[config.mk]
export PLATFORM = sky130hd
export DESIGN_NAME = pwr_seq_ctrl
export DESIGN_NICKNAME = d
export VERILOG_FILES = /design/src/rtl/pwr_seq_pkg.sv /design/src/rtl/pwr_seq_timer.sv /design/src/rtl/pwr_seq_fsm.sv /design/src/rtl/pwr_seq_ctrl.sv
export SDC_FILE = /design/constraint.sdc
export NUM_CORES = 1
export LEC_CHECK = 0
export BUFFER_PORTS_ARGS = -buffer_cell sky130_fd_sc_hd__buf_2
export CAP_MARGIN = 20
export CORE_MARGIN = 4
export CORE_UTILIZATION = 35
export DETAILED_ROUTE_END_ITERATION = 10
export PLACE_DENSITY_LB_ADDON = 0.15
export SYNTH_ARGS = -nofsm -noshare
export SYNTH_HDL_FRONTEND = slang
export SYNTH_SLANG_ARGS = --single-unit
[constraint.sdc]
create_clock -name clk -period 4.6 [get_ports clk]
set_clock_uncertainty 0.15 [all_clocks]
set_input_delay 0.92 -clock clk [delete_from_list [all_inputs] [get_ports clk]]
set_output_delay 0.92 -clock clk [all_outputs]
set_load 0.05 [all_outputs]
[src/rtl/pwr_seq_pkg.sv]
package pwr_seq_pkg;

  typedef enum logic [3:0] {
    ST_OFF,
    ST_SYNC,
    ST_RAMP_MEM,
    ST_RAMP_CORE,
    ST_RAMP_LDO,
    ST_RST_PULSE,
    ST_WAIT_HOLD,
    ST_ON,
    ST_OFF_DELAY
  } seq_state_e;

  typedef enum logic [2:0] {
    DLY_SETTLE,
    DLY_CORE,
    DLY_LDO,
    DLY_RST,
    DLY_OFF
  } dly_sel_e;

  // strobes from control to the timing datapath
  typedef struct packed {
    logic     load;
    dly_sel_e sel;
  } tmr_ctl_t;

endpackage

[src/rtl/pwr_seq_timer.sv]
module pwr_seq_timer
  import pwr_seq_pkg::*;
#(
  parameter int SYNC_STAGES = 2,
  parameter int SETTLE_CYC  = 100,
  parameter int CORE_CYC    = 1000,
  parameter int LDO_CYC     = 10000,
  parameter int RST_CYC     = 1000,
  parameter int OFF_CYC     = 100
) (
  input  logic     clk,
  input  logic     rstN,
  input  logic     wakeReq,
  input  logic     holdReq,
  input  tmr_ctl_t tmrCtl,
  output logic     wakeSync,
  output logic     holdSync,
  output logic     timerDone
);

  function automatic int maxOf(input int a, input int b);
    return (a > b) ? a : b;
  endfunction

  localparam int MAX_DLY = maxOf(maxOf(maxOf(SETTLE_CYC, CORE_CYC), maxOf(LDO_CYC, RST_CYC)), OFF_CYC);
  localparam int CW      = (MAX_DLY < 2) ? 1 : $clog2(MAX_DLY);
  localparam int NSIG    = 2;

  // synchronizer chains, one per asynchronous level
  logic [NSIG-1:0] asyncIn;
  logic [NSIG-1:0] syncOut;
  assign asyncIn = {holdReq, wakeReq};

  genvar g;
  generate
    for (g = 0; g < NSIG; g++) begin : gSync
      logic [SYNC_STAGES-1:0] stageFf;
      always_ff @(posedge clk or negedge rstN) begin
        if (!rstN) stageFf <= '0;
        else       stageFf <= (stageFf << 1) | SYNC_STAGES'(asyncIn[g]);
      end
      assign syncOut[g] = stageFf[SYNC_STAGES-1];
    end
  endgenerate

  assign wakeSync = syncOut[0];
  assign holdSync = syncOut[1];

  // shared down-counter; a step of N cycles loads N-1
  logic [CW-1:0] cnt;
  logic [CW-1:0] loadVal;

  always_comb begin
    case (tmrCtl.sel)
      DLY_SETTLE: loadVal = CW'(SETTLE_CYC - 1);
      DLY_CORE:   loadVal = CW'(CORE_CYC - 1);
      DLY_LDO:    loadVal = CW'(LDO_CYC - 1);
      DLY_RST:    loadVal = CW'(RST_CYC - 1);
      DLY_OFF:    loadVal = CW'(OFF_CYC - 1);
      default:    loadVal = '0;
    endcase
  end

  always_ff @(posedge clk or negedge rstN) begin
    if (!rstN)            cnt <= '0;
    else if (tmrCtl.load) cnt <= loadVal;
    else if (cnt != '0)   cnt <= cnt - 1'b1;
  end

  assign timerDone = (cnt == '0);

endmodule

[src/rtl/pwr_seq_fsm.sv]
module pwr_seq_fsm
  import pwr_seq_pkg::*;
#(
  parameter bit PULSE_EN = 1'b1
) (
  input  logic       clk,
  input  logic       rstN,
  input  logic       wakeSync,
  input  logic       holdSync,
  input  logic       timerDone,
  input  logic       memGood,
  input  logic       coreExtEn,
  input  logic       coreRegEn,
  input  logic [1:0] auxRegEn,
  input  logic       uvloFlag,
  input  logic       otFlag,
  output tmr_ctl_t   tmrCtl,
  output logic       memEn,
  output logic       coreEn,
  output logic [2:0] ldoEn,
  output logic [1:0] auxEn,
  output logic       rstOutN
);

  seq_state_e state, nextState;
  logic fault;

  assign fault = uvloFlag | otFlag;

  always_ff @(posedge clk or negedge rstN) begin
    if (!rstN) state <= ST_OFF;
    else       state <= nextState;
  end

  always_comb begin
    nextState   = state;
    tmrCtl.load = 1'b0;
    tmrCtl.sel  = DLY_SETTLE;
    if (fault) begin
      nextState = ST_OFF;
    end else begin
      case (state)
        ST_OFF: if (wakeSync) nextState = ST_SYNC;
        ST_SYNC: begin
          if (wakeSync) begin
            nextState   = ST_RAMP_MEM;
            tmrCtl.load = 1'b1;
            tmrCtl.sel  = DLY_SETTLE;
          end else nextState = ST_OFF;
        end
        ST_RAMP_MEM: begin
          if (!wakeSync) begin
            nextState = ST_OFF_DELAY; tmrCtl.load = 1'b1; tmrCtl.sel = DLY_OFF;
          end else if (!memGood) begin
            tmrCtl.load = 1'b1; tmrCtl.sel = DLY_SETTLE;
          end else if (timerDone) begin
            nextState = ST_RAMP_CORE; tmrCtl.load = 1'b1; tmrCtl.sel = DLY_CORE;
          end
        end
        ST_RAMP_CORE: begin
          if (!wakeSync) begin
            nextState = ST_OFF_DELAY; tmrCtl.load = 1'b1; tmrCtl.sel = DLY_OFF;
          end else if (timerDone) begin
            nextState = ST_RAMP_LDO; tmrCtl.load = 1'b1; tmrCtl.sel = DLY_LDO;
          end
        end
        ST_RAMP_LDO: begin
          if (!wakeSync) begin
            nextState = ST_OFF_DELAY; tmrCtl.load = 1'b1; tmrCtl.sel = DLY_OFF;
          end else if (timerDone) begin
            if (PULSE_EN) begin
              nextState = ST_RST_PULSE; tmrCtl.load = 1'b1; tmrCtl.sel = DLY_RST;
            end else nextState = ST_WAIT_HOLD;
          end
        end
        ST_RST_PULSE: begin
          if (!wakeSync) begin
            nextState = ST_OFF_DELAY; tmrCtl.load = 1'b1; tmrCtl.sel = DLY_OFF;
          end else if (timerDone) nextState = ST_WAIT_HOLD;
        end
        ST_WAIT_HOLD: begin
          if (!wakeSync) begin
            nextState = ST_OFF_DELAY; tmrCtl.load = 1'b1; tmrCtl.sel = DLY_OFF;
          end else if (holdSync) nextState = ST_ON;
        end
        ST_ON: begin
          if (!holdSync) begin
            nextState = ST_OFF_DELAY; tmrCtl.load = 1'b1; tmrCtl.sel = DLY_OFF;
          end
        end
        ST_OFF_DELAY: if (timerDone) nextState = ST_OFF;
        default: nextState = ST_OFF;
      endcase
    end
  end

  logic memPhase, corePhase, ldoPhase;

  always_comb begin
    memPhase  = (state == ST_RAMP_MEM)  || (state == ST_RAMP_CORE) ||
                (state == ST_RAMP_LDO)  || (state == ST_RST_PULSE) ||
                (state == ST_WAIT_HOLD) || (state == ST_ON) ||
                (state == ST_OFF_DELAY);
    corePhase = (state == ST_RAMP_CORE) || (state == ST_RAMP_LDO) ||
                (state == ST_RST_PULSE) || (state == ST_WAIT_HOLD) ||
                (state == ST_ON);
    ldoPhase  = (state == ST_RAMP_LDO)  || (state == ST_RST_PULSE) ||
                (state == ST_WAIT_HOLD) || (state == ST_ON);
  end

  assign memEn   = memPhase & ~fault;
  assign coreEn  = corePhase & coreExtEn & coreRegEn & ~fault;
  assign ldoEn   = {3{ldoPhase & ~fault}};
  assign auxEn   = (state == ST_ON && !fault) ? auxRegEn : 2'b00;
  assign rstOutN = ~((state == ST_RST_PULSE) & ~fault);

  // a fault always lands the machine in the idle state
  assert_fault_idle_R11: assert property (@(posedge clk) disable iff (!rstN)
    (uvloFlag || otFlag) |=> (state == ST_OFF));

  // power-good low holds the memory ramp step
  assert_mem_gate_R3: assert property (@(posedge clk) disable iff (!rstN)
    (state == ST_RAMP_MEM && !memGood && wakeSync && !fault) |=> (state == ST_RAMP_MEM));

  // the memory rail delay runs until the shared timer expires
  assert_off_delay_R8: assert property (@(posedge clk) disable iff (!rstN)
    (state == ST_OFF_DELAY && !timerDone && !fault) |=> (state == ST_OFF_DELAY));

  // the host hold keeps the on state
  assert_hold_on_R6: assert property (@(posedge clk) disable iff (!rstN)
    (state == ST_ON && holdSync && !fault) |=> (state == ST_ON));

endmodule

[src/rtl/pwr_seq_ctrl.sv]
module pwr_seq_ctrl
  import pwr_seq_pkg::*;
#(
  parameter int SYNC_STAGES = 2,
  parameter int SETTLE_CYC  = 100,
  parameter int CORE_CYC    = 1000,
  parameter int LDO_CYC     = 10000,
  parameter int RST_CYC     = 1000,
  parameter int OFF_CYC     = 100,
  parameter bit PULSE_EN    = 1'b1
) (
  input  logic       clk,
  input  logic       rstN,
  input  logic       wakeReq,
  input  logic       holdReq,
  input  logic       memGood,
  input  logic       coreExtEn,
  input  logic       coreRegEn,
  input  logic [1:0] auxRegEn,
  input  logic       uvloFlag,
  input  logic       otFlag,
  output logic       memEn,
  output logic       coreEn,
  output logic [2:0] ldoEn,
  output logic [1:0] auxEn,
  output logic       rstOutN
);

  tmr_ctl_t tmrCtl;
  logic     wakeSync, holdSync, timerDone;

  pwr_seq_timer #(
    .SYNC_STAGES(SYNC_STAGES), .SETTLE_CYC(SETTLE_CYC), .CORE_CYC(CORE_CYC),
    .LDO_CYC(LDO_CYC), .RST_CYC(RST_CYC), .OFF_CYC(OFF_CYC)
  ) uTimer (
    .clk(clk), .rstN(rstN), .wakeReq(wakeReq), .holdReq(holdReq),
    .tmrCtl(tmrCtl), .wakeSync(wakeSync), .holdSync(holdSync),
    .timerDone(timerDone)
  );

  pwr_seq_fsm #(.PULSE_EN(PULSE_EN)) uFsm (
    .clk(clk), .rstN(rstN), .wakeSync(wakeSync), .holdSync(holdSync),
    .timerDone(timerDone), .memGood(memGood), .coreExtEn(coreExtEn),
    .coreRegEn(coreRegEn), .auxRegEn(auxRegEn), .uvloFlag(uvloFlag),
    .otFlag(otFlag), .tmrCtl(tmrCtl), .memEn(memEn), .coreEn(coreEn),
    .ldoEn(ldoEn), .auxEn(auxEn), .rstOutN(rstOutN)
  );

  // LDO1..3 move together and only on top of the memory rail
  assert_ldo_order_R4: assert property (@(posedge clk) disable iff (!rstN)
    (ldoEn != 3'b000) |-> (memEn && ldoEn == 3'b111));

  // LDO4/5 only appear with the sequenced rails fully up
  assert_aux_in_on_R10: assert property (@(posedge clk) disable iff (!rstN)
    (auxEn != 2'b00) |-> (ldoEn == 3'b111 && memEn));

  // the reset pulse only happens with all sequenced LDOs up
  assert_pulse_rails_R5: assert property (@(posedge clk) disable iff (!rstN)
    !rstOutN |-> (ldoEn == 3'b111 && memEn));

endmodule

# After elaboration in Yosys (flattened, before gate mapping)
# Cells that the tools add are included.
dict set report classes {
  addsub 1
  n_mux 33
  bitwise 11
  n_reduce_logical 24
  eq_ne 21
}
# operator count
set ops {}
lappend ops {{4-bit 2-to-1 mux} 26}
lappend ops {{14-bit one-hot mux with 3 select lines} 1}
lappend ops {{4-bit one-hot mux with 9 select lines} 1}
lappend ops {{14-bit 2-to-1 mux} 2}
lappend ops {{4-bit by 3-bit != test with 1-bit output, second input constant} 6}
lappend ops {{4-bit one-hot mux with 6 select lines} 1}
lappend ops {{4-bit by 3-bit == test with 1-bit output, second input constant} 4}
lappend ops {{14-bit logical NOT} 1}
lappend ops {{14-bit nonzero test} 1}
lappend ops {{14-bit by 1-bit subtractor with 14-bit output, second input constant} 1}
lappend ops {{1-bit logical OR} 13}
lappend ops {{3-bit by 2-bit != test with 1-bit output, second input constant} 3}
lappend ops {{9-bit AND reduction} 1}
lappend ops {{4-bit by 2-bit == test with 1-bit output, second input constant} 2}
lappend ops {{1-bit bitwise AND} 6}
lappend ops {{3-bit by 2-bit == test with 1-bit output, second input constant} 2}
lappend ops {{2-bit OR reduction} 3}
lappend ops {{4-bit by 1-bit == test with 1-bit output, second input constant} 1}
lappend ops {{4-bit == test, second input constant} 1}
lappend ops {{4-bit logical NOT} 1}
lappend ops {{2-bit 2-to-1 mux} 2}
lappend ops {{2-bit by 1-bit OR with 2-bit output} 2}
lappend ops {{3-bit by 1-bit == test with 1-bit output, second input constant} 1}
lappend ops {{3-bit == test, second input constant} 1}
lappend ops {{other kinds (6)} 7}
dict set report word_totals {
  inputBits 11
  wordCells 94
  output_inout_bits 8
  reg_bits 22
}

# Longest topological paths before layout
dict set report depth {
  depth_word 10
  mapped_depth 7
}

# Hierarchy
# A second synthesis with hierarchy kept.
dict set report unflattened {
  hier_cells 171
  hier_area_um2 1589.0
}
# mod area_per_inst_um2 cells_per_inst instances
set by_module_without_submodules {}
lappend by_module_without_submodules {pwr_seq_timer 983.4 93 1}
lappend by_module_without_submodules {pwr_seq_fsm 605.6 78 1}

# Worst setup path after synthesis
# No wires, ideal clock.
dict set report synth_timing {
  kind {input port to output port}
  start {input port otFlag}
  end {output port auxEn[0]}
  t_required_ns 3.530
  path_buffers 0
  t_arrival_ns 2.312
  setup_slack_ns 1.218
  stages 3
  path_cell_list {nor3_1 -> and2_1 -> and3_1}
}
dict set report synth_via {
  elab_chain_len 4
}
# item line_no
set synth_rtl {}
lappend synth_rtl {{from (decl)} pwr_seq_ctrl.sv:21} ;# input logic otFlag,
lappend synth_rtl {{1-bit OR} pwr_seq_fsm.sv:28} ;# assign fault = uvloFlag | otFlag;
lappend synth_rtl {{1-bit logical NOT} pwr_seq_fsm.sv:114} ;# assign auxEn = (state == ST_ON && !fault) ? auxRegEn : 2'b00;
lappend synth_rtl {{1-bit logical AND} pwr_seq_fsm.sv:114}
lappend synth_rtl {{2-bit 2-to-1 mux} pwr_seq_fsm.sv:114}
lappend synth_rtl {{to (decl)} pwr_seq_ctrl.sv:25} ;# output logic [1:0] auxEn,
# No other way between the ends.

# Worst setup path in the final report
# Ends and elaborated chain as after synthesis.

==> results.cfg <==
[logic_synthesis]
yosysSeqAreaShare_pct = 34.29
yosys-mux-area-fraction_pct = 2.494
synth_simple_gate_area_share_pct = 28.84
synth-compound-area-share_pct = 22.76
syn_area_per_cell_um2 = 9.443
synth_async_sr_flop_share_pct = 100.0
syn_inst = 170
post_synth_num_cell_types = 61
synthXorXnorAreaFrac_pct = 4.910
post_synth_top_area_share_pct = 34.29
synth_top_family_by_area = simple AND/OR/NAND/NOR gates
synth_edf_count = 0
yosys.area_share.adder_pct = 1.559
yosys_most_used_dff = dfrtp_1
netlist_top_cells_area = dfrtp_1, xnor2_1, nor4_4
yosysTopAreaCell = dfrtp_1
yosys_synthesis_warning_count = 0
syn-num-nets = 183
mappedNetlistArea_mm2 = 0.001605
postSynthRegisterBits = 22

[die]
io_pins = 19
rows = 24
placeableCoreArea_mm2 = 0.004384
fp.dieW_um = 75.73
floorplan.die.height_um = 75.73
die_area_mm2 = 0.005734
initial_core_util_pct = 36.62

[timing]
max_freq_mhz = 315.4
setup_repair_after_global_routing_missed_its_margin = no
period_needed_ns = 3.170
layout_setup_ws_ns = 1.430
report.final.slew_viol_count = 0
setup-violations-final = 0
layout_worst_path_cycle_share_pct = 68.92
setup-tns-final_ns = 0
fin_hold_viols = 0
timing.slew.headroom_pct = 50.53
worst_tran_pin_value_ns = 0.7357

[place]
io_port_bufs = 18
gp_congestion = 0.7759
hpwl_um = 2743
pre_cts_ws_ns = 1.419

[power_and_ir_drop]
power.combinational.fraction_pct = 34.1
portion_of_total_power_attributed_to_sequential_cells_pct = 47.0
static_leakage_power_nw = 0.7034
power_density_mw_per_mm2 = 418.6
netSwitchingFraction_pct = 37.92
vdd_drop_max_v = 0.0001324
total_switching_power_w = 0.0002775
share_clk_of_total_power_pct = 18.9
cellInternalPower_w = 0.0004543

[critical_path]
cp_common_cell = buf_2
critical-path-slowest-cell = nor3_1
cpLargestDelayFamily = simple AND/OR/NAND/NOR gates
setup_cp_type = input port to output pin
critical_path.max_fanout = 6
timing.critical_path.slowest_cell_delay_ns = 0.38
crit_chain = buf_2 -> nor3_1 -> and2_1 -> and3_1 -> buf_2
critPathRequiredTime_ns = 3.53
cp-start-kind = input port
critPathBufInv = 2
end_kind = output pin
worst-endpoint-arrival_ns = 2.10

[clock_network]
path_clk_slew_ns = 0.08
tritoncts_num_sinks = 22
max-clock-path-buffers = 2
cts_tree = built
post_cts_hold_buffer_count = 0
cts-resized-gates = 0
clock_latency_ns = 0.26
cts_htree_levels = 1
cts_root_buf = clkbuf_8
tritoncts.num_buffers = 3
total_setup_buffers_inserted_after_cts = 0

[layout]
multi_input_comb_area_um2 = 972.2
fillCellCount = 429
area_growth_syn_to_layout_pct = 8.886
finish.net_count = 195
antenna-diode-count = 0
register_area_um2 = 550.5
layout-drive-gt1-share_pct = 23.20

[global_routing]
antenna_found_initial = 0
groute.usage.overall_pct = 14.53
wire_length_of_the_first_global_routing_pass_um = 6506
aggregate_global_routing_overflow = 0
grt_max_degree = 23
grt_pass1_vias = 1344

[run]
max_cap_viol_count = 0

[hold_path]
holdCritPathClass = flop to flop

[routing]
routed-via-count = 1298
routed_via_density = 5.571
route.detailed.wl_per_inst_um = 15.53
routed_wirelength_um = 3618
detail_route.first_pass.iterations = 4
drt.antenna.violating_nets = 0
remaining_routing_drc_violations = 0
initialDrtViolationCount = 80

[run_status]
status = finished, final reports clean
## metal layers
metal / wire length, um / up-vias / GRT usage (%)
met1: 1625 / 620 / 19.16
met2: 1862 / 18 / 24.74
met4: 33 / 0 / 2.913
met3: 96 / 4 / 2.902
met5: 0 / - / 0
li1: - / 656 / -
## kinds of logic after synthesis
| family | Yosys count |
|---|---|
| AO/OA/AOI/OAI | 47 |
| XOR/XNOR | 9 |
| adder cells (fa/ha/maj) | 2 |
| buffers and inverters | 15 |
| flip-flops | 22 |
| multiplexers | 4 |
| AND/OR/NAND/NOR | 71 |
## worst reg2reg max path: cells and delay by family, from the launching register on
family             cells  cell delay, ns
DFF                    1            0.71
muxes                  1            0.16
AOI/OAI and AO/OA      4            1.05
## power by group through the flow
stage          sequential (W)  clock, W  combinational [W]
5_1_grt              0.000356  0.000155           0.000280
6_report             0.000344  0.000138           0.000249
4_1_cts              0.000344  0.000144           0.000252
2_1_floorplan        0.000327         0           0.000212
3_3_place_gp         0.000344         0           0.000246
3_5_place_dp         0.000347         0           0.000250
## state kept, by name, summed over array words and instances, names as in the netlist
signal                count
uFsm.state                4
uTimer.cnt               14
uTimer.gSync.stageFf      4
## cell usage in the layout, fill, tap and decap left out, drive strengths merged, types with 2 or more instances in the layout
cell,synthesis,final
o31a,3,3
a21o,2,2
nand2b,2,2
dfrtp,22,22
ha,2,2
and2,4,4
o22ai,3,3
a211oi,3,3
nor3,7,7
xnor2,8,8
clkbuf,1,4
o21ai,6,6
or3b,2,2
a31oi,2,2
o21ba,2,2
nor2b,2,2
nor3b,4,4
or3,2,2
nand3b,3,3
nand3,3,3
buf,10,18
nor4,7,7
nand4,3,3
and3,2,2
nor2,12,12
a21oi,13,13
inv,4,4
mux2i,4,4
nand2,12,12
## cells in the mapped netlist, drive strengths merged, types with 2 or more instances
master,number
xnor2,8
nand2,12
nand3,3
and2,4
o31a,3
nand3b,3
or3,2
nor3,7
nor4,7
a31oi,2
o22ai,3
or3b,2
o21ai,6
buf,10
ha,2
nor3b,4
nand4,3
nor2b,2
dfrtp,22
inv,4
and3,2
nor2,12
a21oi,13
a211oi,3
mux2i,4
o21ba,2
nand2b,2
a21o,2
## worst paths after layout
path                            slack [ns]                                  from  cells after the start                                    to
worst max register to register        2.43             uFsm.state[1]$_DFFE_PN0P_                      5             uTimer.cnt[8]$_DFFE_PN0P_
max in group asynchronous             3.49                                  rstN                      1            uTimer.cnt[10]$_DFFE_PN0P_
worst min register to register        0.20  uTimer.gSync[0].stageFf[0]$_DFF_PN0_                      0  uTimer.gSync[0].stageFf[1]$_DFF_PN0_
min in group asynchronous             0.47                                  rstN                      1             uTimer.cnt[3]$_DFFE_PN0P_
worst max-delay path                  1.43                                otFlag                      5                              auxEn[0]
worst min-delay path                  0.20  uTimer.gSync[0].stageFf[0]$_DFF_PN0_                      0  uTimer.gSync[0].stageFf[1]$_DFF_PN0_
## cell type report
| class | instances | area share, % |
|---|---|---|
| clock buffers | 4 | 3.150 |
| inverters | 4 | 0.8590 |
| multi-input cells | 133 | 55.62 |
| flip-flops and latches | 22 | 31.50 |
| well taps | 52 | 3.722 |
| repair buffers | 18 | 5.154 |
## through the flow
stage / cells / cell area [um^2] / util (%) / hold slack [ns] / total power, W
finish: 233 / 1748 / 39.87 / 0.2018 / 0.0007317
CTS: 233 / 1748 / 39.87 / 0.2037 / 0.0007398
global route: 233 / 1748 / 39.87 / 0.2154 / 0.0007901
global placement: 229 / 1693 / 38.61 / 0.1825 / 0.0005896
detailed placement: 229 / 1693 / 38.61 / 0.1847 / 0.0005977
floorplan: 170 / 1605 / - / 0.1812 / 0.0005383
Note: power is estimated with default switching activity, not from simulation.
